`src/rtl/mshr_slot_pkg.sv`:
```
package mshr_slot_pkg;

  typedef enum logic [2:0] {
    SL_FREE  = 3'd0,
    SL_WAIT  = 3'd1,
    SL_FLY   = 3'd2,
    SL_DRAIN = 3'd3,
    SL_DONE  = 3'd4
  } slot_st_e;

endpackage

```
`src/rtl/mshr_slot_fifo.sv`:
```
module mshr_slot_fifo #(
  parameter int DEPTH = 4,
  parameter int W     = 8
) (
  input  logic                         clk,
  input  logic                         rst_n,
  input  logic                         push,
  input  logic [W-1:0]                 din,
  input  logic                         pop,
  output logic [W-1:0]                 dout,
  output logic [$clog2(DEPTH+1)-1:0]   cnt
);
  localparam int PW = (DEPTH > 1) ? $clog2(DEPTH) : 1;
  localparam int CW = $clog2(DEPTH+1);

  logic [W-1:0]  mem [DEPTH];
  logic [PW-1:0] wr_q, rd_q;

  function automatic logic [PW-1:0] bump(input logic [PW-1:0] p);
    return (p == PW'(DEPTH-1)) ? '0 : p + 1'b1;
  endfunction

  always_ff @(posedge clk) begin
    if (push) mem[wr_q] <= din;
  end

  always_ff @(posedge clk) begin
    if (!rst_n) begin
      wr_q <= '0;
      rd_q <= '0;
      cnt  <= '0;
    end else begin
      if (push) wr_q <= bump(wr_q);
      if (pop)  rd_q <= bump(rd_q);
      cnt <= cnt + CW'(push) - CW'(pop);
    end
  end

  assign dout = mem[rd_q];

  p_fifo_room_r12: assert property (@(posedge clk) disable iff (!rst_n)
    push |-> (cnt < CW'(DEPTH)));
  p_fifo_nonempty_pop_r8: assert property (@(posedge clk) disable iff (!rst_n)
    pop |-> (cnt != '0));
endmodule

```
`src/rtl/mshr_slot_route.sv`:
```
module mshr_slot_route (
  input  logic st_wait,
  input  logic st_fly,
  input  logic needs_excl,
  input  logic going_away,
  input  logic parked_any,
  input  logic full,
  input  logic cpu_push,
  input  logic cpu_excl,
  input  logic snp_push,
  input  logic snp_excl,
  output logic snp_store,
  output logic snp_inhibit,
  output logic snp_mark,
  output logic cpu_store,
  output logic cpu_park,
  output logic refused
);
  logic snp_want, cpu_want;

  always_comb begin
    // a snoop is worth keeping only with an exclusive fetch or when it steals the block
    snp_want    = snp_push && st_fly && !going_away && (needs_excl || snp_excl);
    snp_store   = snp_want && !full;
    snp_inhibit = snp_store && needs_excl;
    snp_mark    = snp_store && !needs_excl;
    cpu_want    = cpu_push && (st_wait || st_fly) && !snp_want;
    cpu_park    = st_fly && (parked_any || going_away || (!needs_excl && cpu_excl));
    cpu_store   = cpu_want && !full;
    refused     = (snp_want || cpu_want) && full;
  end
endmodule

```
`src/rtl/mshr_slot.sv`:
```
module mshr_slot
  import mshr_slot_pkg::*;
#(
  parameter int TAG_W     = 4,
  parameter int BLK_BYTES = 8,
  parameter int MAX_TGT   = 4,
  parameter int OFF_W     = $clog2(BLK_BYTES)
) (
  input  logic             clk,
  input  logic             rst_n,
  input  logic             alloc_i,
  input  logic             dealloc_i,
  input  logic             cpu_push_i,
  input  logic             cpu_excl_i,
  input  logic [TAG_W-1:0] cpu_tag_i,
  input  logic [OFF_W-1:0] cpu_off_i,
  input  logic             snp_push_i,
  input  logic             snp_excl_i,
  input  logic             issue_i,
  input  logic             fill_i,
  output logic             bus_req_o,
  output logic             bus_excl_o,
  output logic             mem_inhibit_o,
  output logic             resp_valid_o,
  output logic [TAG_W-1:0] resp_tag_o,
  output logic             resp_late_o,
  output logic             snp_serve_o,
  output logic             done_o,
  output logic             blocked_o,
  output logic             push_err_o
);
  localparam int CW = $clog2(MAX_TGT+1);
  localparam int EW = 1 + OFF_W + TAG_W;

  // offset of a target past the first request, wrapping at the block size
  function automatic logic [OFF_W-1:0] rel_off(input logic [OFF_W-1:0] off,
                                               input logic [OFF_W-1:0] first);
    return off - first;
  endfunction

  slot_st_e        st;
  logic            sel;          // which bank is the primary list
  logic            needs_excl, park_excl, going_away, err_q;
  logic [OFF_W-1:0] first_off;

  logic [1:0]          bpush, bpop;
  logic [1:0][EW-1:0]  bdin, bdout;
  logic [1:0][CW-1:0]  bcnt;
  logic [CW-1:0]       prim_cnt, park_cnt, total;
  logic                full;

  logic snp_store, snp_inhibit, snp_mark, cpu_store, cpu_park, refused;
  logic alloc_go, prim_push, park_push, drain_pop, promote;
  logic [EW-1:0] cpu_word, snp_word, prim_word, head;
  logic          head_snp;

  assign prim_cnt = bcnt[sel];
  assign park_cnt = bcnt[~sel];
  assign total    = bcnt[0] + bcnt[1];
  assign full     = (total == CW'(MAX_TGT));

  mshr_slot_route u_route (
    .st_wait    (st == SL_WAIT),
    .st_fly     (st == SL_FLY),
    .needs_excl (needs_excl),
    .going_away (going_away),
    .parked_any (park_cnt != '0),
    .full       (full),
    .cpu_push   (cpu_push_i),
    .cpu_excl   (cpu_excl_i),
    .snp_push   (snp_push_i),
    .snp_excl   (snp_excl_i),
    .snp_store  (snp_store),
    .snp_inhibit(snp_inhibit),
    .snp_mark   (snp_mark),
    .cpu_store  (cpu_store),
    .cpu_park   (cpu_park),
    .refused    (refused)
  );

  assign alloc_go  = alloc_i && (st == SL_FREE);
  assign cpu_word  = {1'b0, cpu_off_i, cpu_tag_i};
  assign snp_word  = {1'b1, {OFF_W{1'b0}}, {TAG_W{1'b0}}};
  assign prim_push = alloc_go || snp_store || (cpu_store && !cpu_park);
  assign park_push = cpu_store && cpu_park;
  assign prim_word = snp_store ? snp_word : cpu_word;
  assign drain_pop = (st == SL_DRAIN) && (prim_cnt != '0);
  assign promote   = (st == SL_DRAIN) && (prim_cnt == '0) && (park_cnt != '0);

  for (genvar b = 0; b < 2; b++) begin : g_bank
    assign bpush[b] = (sel == 1'(b)) ? prim_push : park_push;
    assign bdin[b]  = (sel == 1'(b)) ? prim_word : cpu_word;
    assign bpop[b]  = (sel == 1'(b)) && drain_pop;
    mshr_slot_fifo #(.DEPTH(MAX_TGT), .W(EW)) u_q (
      .clk (clk),
      .rst_n(rst_n),
      .push(bpush[b]),
      .din (bdin[b]),
      .pop (bpop[b]),
      .dout(bdout[b]),
      .cnt (bcnt[b])
    );
  end

  assign head     = bdout[sel];
  assign head_snp = head[EW-1];

  always_ff @(posedge clk) begin
    if (!rst_n) begin
      st         <= SL_FREE;
      sel        <= 1'b0;
      needs_excl <= 1'b0;
      park_excl  <= 1'b0;
      going_away <= 1'b0;
      first_off  <= '0;
      err_q      <= 1'b0;
    end else begin
      err_q <= refused;
      case (st)
        SL_FREE: if (alloc_go) begin
          st         <= SL_WAIT;
          needs_excl <= cpu_excl_i;
          park_excl  <= 1'b0;
          going_away <= 1'b0;
          first_off  <= cpu_off_i;
        end
        SL_WAIT: begin
          if (cpu_store && cpu_excl_i) needs_excl <= 1'b1;
          if (issue_i) st <= SL_FLY;
        end
        SL_FLY: begin
          if (park_push && cpu_excl_i) park_excl <= 1'b1;
          if (snp_mark) going_away <= 1'b1;
          if (fill_i) st <= SL_DRAIN;
        end
        SL_DRAIN: begin
          if (promote) begin
            sel        <= ~sel;
            needs_excl <= park_excl;
            park_excl  <= 1'b0;
            going_away <= 1'b0;
            st         <= SL_WAIT;
          end else if (prim_cnt == '0) begin
            st <= SL_DONE;
          end
        end
        SL_DONE: if (dealloc_i) st <= SL_FREE;
        default: st <= SL_FREE;
      endcase
    end
  end

  assign bus_req_o     = (st == SL_WAIT);
  assign bus_excl_o    = needs_excl;
  assign mem_inhibit_o = snp_inhibit;
  assign resp_valid_o  = drain_pop && !head_snp;
  assign snp_serve_o   = drain_pop && head_snp;
  assign resp_tag_o    = head[TAG_W-1:0];
  assign resp_late_o   = (rel_off(head[TAG_W +: OFF_W], first_off) != '0);
  assign done_o        = (st == SL_DONE);
  assign blocked_o     = full;
  assign push_err_o    = err_q;

  p_count_limit_r12: assert property (@(posedge clk) disable iff (!rst_n)
    total <= CW'(MAX_TGT));
  p_err_when_full_r12: assert property (@(posedge clk) disable iff (!rst_n)
    push_err_o |-> $past(blocked_o));
  p_inhibit_ctx_r5: assert property (@(posedge clk) disable iff (!rst_n)
    mem_inhibit_o |-> (snp_push_i && bus_excl_o && st == SL_FLY));
  p_mark_cause_r6: assert property (@(posedge clk) disable iff (!rst_n)
    $rose(going_away) |-> $past(snp_push_i && snp_excl_i && !needs_excl));
  p_drain_step_r8: assert property (@(posedge clk) disable iff (!rst_n)
    drain_pop |=> (total == $past(total) - 1'b1));
  p_promote_rereq_r10: assert property (@(posedge clk) disable iff (!rst_n)
    promote |=> (bus_req_o && !going_away));
  p_done_empty_r11: assert property (@(posedge clk) disable iff (!rst_n)
    done_o |-> (total == '0));
endmodule

```
`config.mk`:
```
export PLATFORM = sky130hd
export DESIGN_NAME = mshr_slot
export DESIGN_NICKNAME = d
export VERILOG_FILES = /design/src/rtl/mshr_slot_pkg.sv /design/src/rtl/mshr_slot_fifo.sv /design/src/rtl/mshr_slot_route.sv /design/src/rtl/mshr_slot.sv
export SDC_FILE = /design/constraint.sdc
export NUM_CORES = 1
export LEC_CHECK = 0
export ABC_AREA = 1
export BUFFER_PORTS_ARGS = -buffer_cell sky130_fd_sc_hd__buf_2
export CAP_MARGIN = 10
export CORE_ASPECT_RATIO = 1.5
export CORE_MARGIN = 3
export CORE_UTILIZATION = 40
export DETAILED_ROUTE_END_ITERATION = 16
export SLEW_MARGIN = 20
export SYNTH_ARGS = -nofsm -noshare
export SYNTH_HDL_FRONTEND = slang
export SYNTH_SLANG_ARGS = --single-unit
```
`constraint.sdc`:
```
create_clock -name clk -period 2.9 [get_ports clk]
set_input_delay 0.145 -clock clk [delete_from_list [all_inputs] [get_ports clk]]
set_output_delay 0.145 -clock clk [all_outputs]
set_load 0.01 [all_outputs]
```
Word-level counts from Yosys, hierarchy flattened
Memory sizes are Yosys's and may differ from the RTL's. A register that Yosys moved wholly into a read port is not among the register bits.
Cells that the tools add are included.

storage, ports and cells
  RAM bits = 64
  register bits after elaboration = 25
  memories = 2
  word-level logic and storage cells = 136
  bits of input ports = 17

cells by class
  bitwise operators = 1
  multiplexer cells = 40
  $add $sub $neg = 10
  reductions and logical operators = 50
  equality and inequality tests = 18
  order comparisons = 2

memories
  memory             depth  width  rd ports  clocked after Yosys merged registers in  write ports  RTL line              text
  g_bank[0].u_q.mem  4      8      1         1                                        1            mshr_slot_fifo.sv:16  logic [W-1:0] mem [DEPTH];
  g_bank[1].u_q.mem  4      8      1         1                                        1            mshr_slot_fifo.sv:16

operator list
  operator               number
  $mux W8                5
  $mux W3                10
  $logic_and A1 B1 Y1    24
  $mux W2                8
  $ne A2 B2 Y1 const B   8
  $pmux W3 S5            1
  $reduce_bool A3 Y1     5
  $mux W1                13
  $reduce_and A4 Y1      3
  $pmux W1 S3            3
  $add A2 B1 Y2 const B  4
  $eq A2 B2 Y1 const B   4
  $logic_or A1 B1 Y1     7
  $add A3 B1 Y3          2
  $eq A3 B2 Y1 const B   2
  $eq A3 B3 Y1 const B   2
  $logic_not A1 Y1       6
  $logic_not A3 Y1       2
  $sub A3 B1 Y3          2
  $reduce_and A5 Y1      1
  $lt A1 B2 Y1 const B   2
  $reduce_and A2 Y1      2
  $add A3 B3 Y3          1
  $eq A3 B1 Y1 const B   1
  other kinds (3)        3

Depth between registers and ports, before layout
  word-level depth = 13
  mapped depth = 18
  gate-level depth less buffers = 18

By module
A second synthesis with hierarchy kept.

unflattened totals
  cell total of the unflattened synthesis = 502
  area, all modules = 4,565.6 µm²

modules (own cells, without submodules)
  module           sequential area each (µm²)  area an instance (µm²)  cells an instance  times used
  mshr_slot_fifo   1,141.1                     1,734.2                 150                2
  mshr_slot        220.2                       1,017.2                 184                1
  mshr_slot_route  0.0                         80.1                    18                 1

Least setup slack after synthesis
No wires, ideal clock.

  kind = register -> register
  from = register g_bank[0].u_q.cnt[0]
  to = register g_bank[0].u_q.cnt[2]
  setup slack = -0.046 ns
  arrival time = 2.819 ns
  path buffers = 0
  setup time = 0.127 ns
  clock period less this slack = 2.946 ns
  stages on the path, launching flop included = 18
  cells stage by stage = dfxtp_1 -> ha_1 -> fa_1 -> nor2_1 -> nand3_2 -> inv_1 -> nor2_4 -> nand2_2 -> nand2_4 -> nand2_4 -> ha_1 -> inv_1 -> ha_1 -> inv_1 -> fa_1 -> xor2_1 -> o21ai_0 -> a21oi_1

on the way
  elaborated cells on any way between the ends = 24

RTL lines
  item                                                              RTL line                                      text
  start: declaration                                                mshr_slot_fifo.sv:11                          output logic [$clog2(DEPTH+1)-1:0] cnt
  start signal: assignment                                          mshr_slot_fifo.sv:35                          cnt <= cnt + CW'(push) - CW'(pop);
  $add A3 B3 Y3 (*)                                                 mshr_slot.sv:59                               assign total = bcnt[0] + bcnt[1];
  $eq A3 B3 Y1 (*)                                                  mshr_slot.sv:60                               assign full = (total == CW'(MAX_TGT));
  named net blocked_o                                               mshr_slot.sv:29                               output logic blocked_o,
  $logic_not A1 Y1 (*)                                              mshr_slot_route.sv:24, mshr_slot_route.sv:29
  $logic_and A1 B1 Y1, on equally long branches                     mshr_slot_route.sv:24, mshr_slot_route.sv:29
  $logic_or A1 B1 Y1 / $logic_and A1 B1 Y1 (equally long branches)  mshr_slot.sv:84                               assign prim_push = alloc_go || snp_store || (cpu_store && !cpu_park);
  $logic_or A1 B1 Y1                                                mshr_slot.sv:84
  $mux W1 (*)                                                       mshr_slot.sv:91                               assign bpush[b] = (sel == 1'(b)) ? prim_push : park_push;
  $add A3 B1 Y3 (*)                                                 mshr_slot_fifo.sv:35
  $sub A3 B1 Y3 (*)                                                 mshr_slot_fifo.sv:35

Mark *: on every way through the listed nets, which the timed path passes. The rest lies on a longest branch. The select of a mux whose other input is x is not followed.
A chain may end at the register's enable or synchronous reset.

Worst setup path after layout
  from = register g_bank[1].u_q.cnt[0]
  to = register g_bank[1].u_q.cnt[2]

on the way
  word-level cells in the longest chain between the ends = 12
  elaborated cells on any way between the ends = 24

ends and longest elaborated chain
  item                                                                    RTL line
  start: declaration                                                      mshr_slot_fifo.sv:11
  start signal: assignment                                                mshr_slot_fifo.sv:35
  parallel branches: the longest is 11 deep, another holds $add A3 B3 Y3  --
  $sub A3 B1 Y3 (*)                                                       mshr_slot_fifo.sv:35

Mark *: on every way between the ends. The select of a mux whose other input is x is not followed.

==> summary.txt <==
Routing
  • # DRC: 0
  • Via density: 4.92
  • DR iter-0 viols: 161
  • TritonRoute pass-1 iters: 5
  • Detail Route Antenna Nets: 0
  • Vias: 3251
  • Routed wire per std cell: 14.6 microns
  • DRT Wirelength: 9650 microns

Run
  • Max_cap viols: 0

STA
  • Setup ws final: 0.0734 ns
  • Final critical-path required period: 2.83 ns
  • Achievable clock frequency: 354 MHz
  • Rel. slew slack: 67.4%
  • Fin. Hold Viols: 0
  • Worst-Margin Slew: 0.488 ns
  • Final Cycle Share: 97.5%
  • Final setup viols: 0
  • Setup Skew: 0.00631 ns
  • Unrepaired setup endpoints after global routing: true
  • Pins Over Slew Limit: 0

Synthesis
  • Top-area cell type share of the netlist area: 43.7%
  • Fraction of registers with async set/reset: 0%
  • Ys flop type: edfxtp_1
  • Yosys top cell by area: edfxtp_1
  • Synth top cells by count: 66 x nor2_1, 64 x edfxtp_1, 60 x inv_1, 56 x nand2_1, 46 x o21ai_0
  • Seq cells post-synth: 93
  • Mapped Area: 4400 sq um
  • Most common cell in the netlist: nor2_1
  • Warnings, synthesis: 0
  • Ranking of synthesized cells by area: edfxtp_1 44%, dfxtp_1 13%, nor2_1 5.6%, o21ai_0 5.2%, inv_1 5.1%
  • Cells after Synth: 454
  • Register area share after synthesis: 56.9%
  • Post-synth EDFFs: 64
  • Syn Nets: 491
  • Synth Area per Inst: 9.69 sq um
  • Post-synthesis cell type count: 31

Setup path
  • Reg-to-Reg Start: g_bank[1].u_q.cnt[0]
  • WP buf/inv: 3
  • R2R depth: 17
  • CP max FO: 4
  • CP Capture Type: register
  • Delay-heaviest family, CP: adder cells
  • Worst stage delay on the critical path: 0.56 ns
  • Critical path, cell by cell: ha_4 > fa_2 > nor2_4 > nand3_4 > inv_4 > nor2_4 > nand2_4 > nand2_4 > nand2_4 > ha_4 > inv_4 > ha_4 > inv_2 > fa_2 > xor2_2 > o21ai_1 > a21oi_1
  • Worst Setup Path Type: reg -> reg
  • Worst Path Required: 3.12 ns
  • Crit path launch type: register
  • Crit Reg-Reg Endpoint: g_bank[1].u_q.cnt[2]
  • Flop2flop setup slack: 0.07 ns
  • Crit path DAT: 3.05 ns
  • Crit-path slowest cell: fa_2

Die
  • Floorplan core area: 10600 sq um
  • FP Rows: 46
  • Die height: 134 microns
  • Initial core utilization: 41.3%
  • Die width: 91.6 microns
  • Die Area: 12300 sq um
  • I/O Pins: 30

Min path
  • Worst Hold Class: in -> reg
  • WHS Path Cells: 3
  • Hold Path End: first_off[0]
  • Min-delay src: cpu_off_i[0]

Placement
  • Place WS: -0.0721 ns
  • Port bufs: 29
  • Final HPWL DP: 6870 microns
  • DP Cell Count: 636
  • Final GP Congestion: 0.829
  • DP Area: 4830 sq um

Run status
  • Status: finished clean

Global route
  • Antenna violations before repair: 1
  • Overall global routing resource usage: 16.5%
  • First-pass GRT wire length: 15400 microns
  • Largest net degree at the start of global routing: 24
  • Number of global-route vias before repair: 3256
  • Total congestion overflow: 0

Layout
  • Final instance area: 5310 sq um
  • Antenna Cells: 0
  • Final #Nets: 549
  • Non-Filler Instances: 661
  • Share of layout cells above drive strength 1: 24.4%
  • Area delta synth->final: 20.6%

Clocking
  • CTS Sinks: 93
  • CTS Buf Count: 9
  • Root buffer cell: clkbuf_16
  • Htree depth: 3
  • Clock slew at reported path FFs: 0.06 ns
  • Clock latency on the worst-skew pair: 0.33 ns
  • CTS Hold Bufs: 0
  • CTS tree: yes
  • Clk buf depth: 2

Power and ir drop
  • PwrDens: 761 nW/um^2
  • Max VDD drop: 0.380 mV
  • Leak: 0.00219 uW
-- state kept, by name (all words and copies together), names as in the netlist, 3 cells and up, named ones only --
name and flops:
g_bank.u_q.rd_q 4, st 3, g_bank.u_q.cnt 6, first_off 3, g_bank.u_q.mem 64, g_bank.u_q.wr_q 4
-- worst max path at each step --
stage	startpoint	to	slack [ns]	cells past startpoint
final	g_bank[1].u_q.cnt[0]	g_bank[1].u_q.cnt[2]	0.07	17
after global routing	g_bank[1].u_q.cnt[0]	g_bank[0].u_q.cnt[2]	-0.06	17
after CTS	g_bank[1].u_q.cnt[0]	g_bank[0].u_q.cnt[2]	-0.02	15
after detailed placement	g_bank[0].u_q.cnt[0]	g_bank[1].u_q.cnt[2]	-0.07	18
after global placement	g_bank[0].u_q.cnt[0]	g_bank[1].u_q.cnt[2]	0.03	15
after floorplan	g_bank[0].u_q.cnt[0]	g_bank[1].u_q.cnt[2]	0.01	15
-- layout make-up --
class	instances	area [sq um]
well taps	144	180
fillers	977	5340
inverters	66	259
clock inverters	1	7.51
repair buffers	58	367
flip-flops and latches	93	2510
clock buffers	15	268
multi-input cells	284	1720
-- layout by cell type (no fill, tap or decap), types with 8 or more instances in the layout --
master	instances
nor2_1	65
edfxtp_1	64
nand2_1	56
inv_1	54
o21ai_0	43
buf_2	29
buf_4	28
dfxtp_1	24
a21oi_1	20
nand3_1	17
ha_1	12
o22ai_1	11
nor2_2	10
clkbuf_16	9
inv_2	8
-- per-stage QoR --
step | setup TNS [ns] | power (uW) | utilization, % | hold slack (ns)
after CTS | -0.0156 | 3990 | 48.9 | 0.0804
after floorplan | 0 | 2470 | - | 0.280
after global routing | -0.104 | 4300 | 49.8 | 0.0852
after global placement | 0 | 2810 | 45.4 | 0.415
after detailed placement | -0.110 | 2850 | 45.4 | 0.433
final | 0 | 4040 | 49.8 | 0.0921
-- metal layers --
layer	share of wire [%]	GRT usage (%)	vias up	routed length (microns)
li1	-	-	1632	-
met1	39	17.8	1519	3760
met2	54	29.5	81	5170
met3	5.1	4.71	17	489
met4	2.4	7.47	2	228
met5	0.073	0	-	7
-- worst reg2reg max path, stage by stage (launching register included) --
cell	delay [ns]
dfxtp_2	0.33
ha_4	0.16
fa_2	0.56
nor2_4	0.05
nand3_4	0.09
inv_4	0.05
nor2_4	0.13
nand2_4	0.08
nand2_4	0.07
nand2_4	0.06
ha_4	0.22
inv_4	0.05
ha_4	0.11
inv_2	0.03
fa_2	0.36
xor2_2	0.16
o21ai_1	0.13
a21oi_1	0.05
-- cells by family (layout without fill, tap and decap cells) --
family	after synthesis	after routing	synth area share, %
buffers and inverters	77	140	6.66
XOR/XNOR	4	4	0.796
AND/OR/NAND/NOR	172	172	18.5
AO/OA/AOI/OAI	88	88	11.0
adder cells (fa/ha/maj)	20	20	6.20
flip-flops	93	93	56.9
-- timing repair --
action | CTS | global route
pin swaps | 11 | 9
setup buffers | 5 | 4
setup endpoints to repair | 2 | 5
gates resized for setup | 14 | 20
-- report_power, final --
group / internal [uW] / switching [uW] / leakage, uW / total, uW
Sequential: 1630 / 91.0 / 0.000822 / 1720
Clock: 629 / 443 / 0.000130 / 1070
Combinational: 494 / 755 / 0.00124 / 1250
Note: power is estimated with default switching activity, not from simulation.
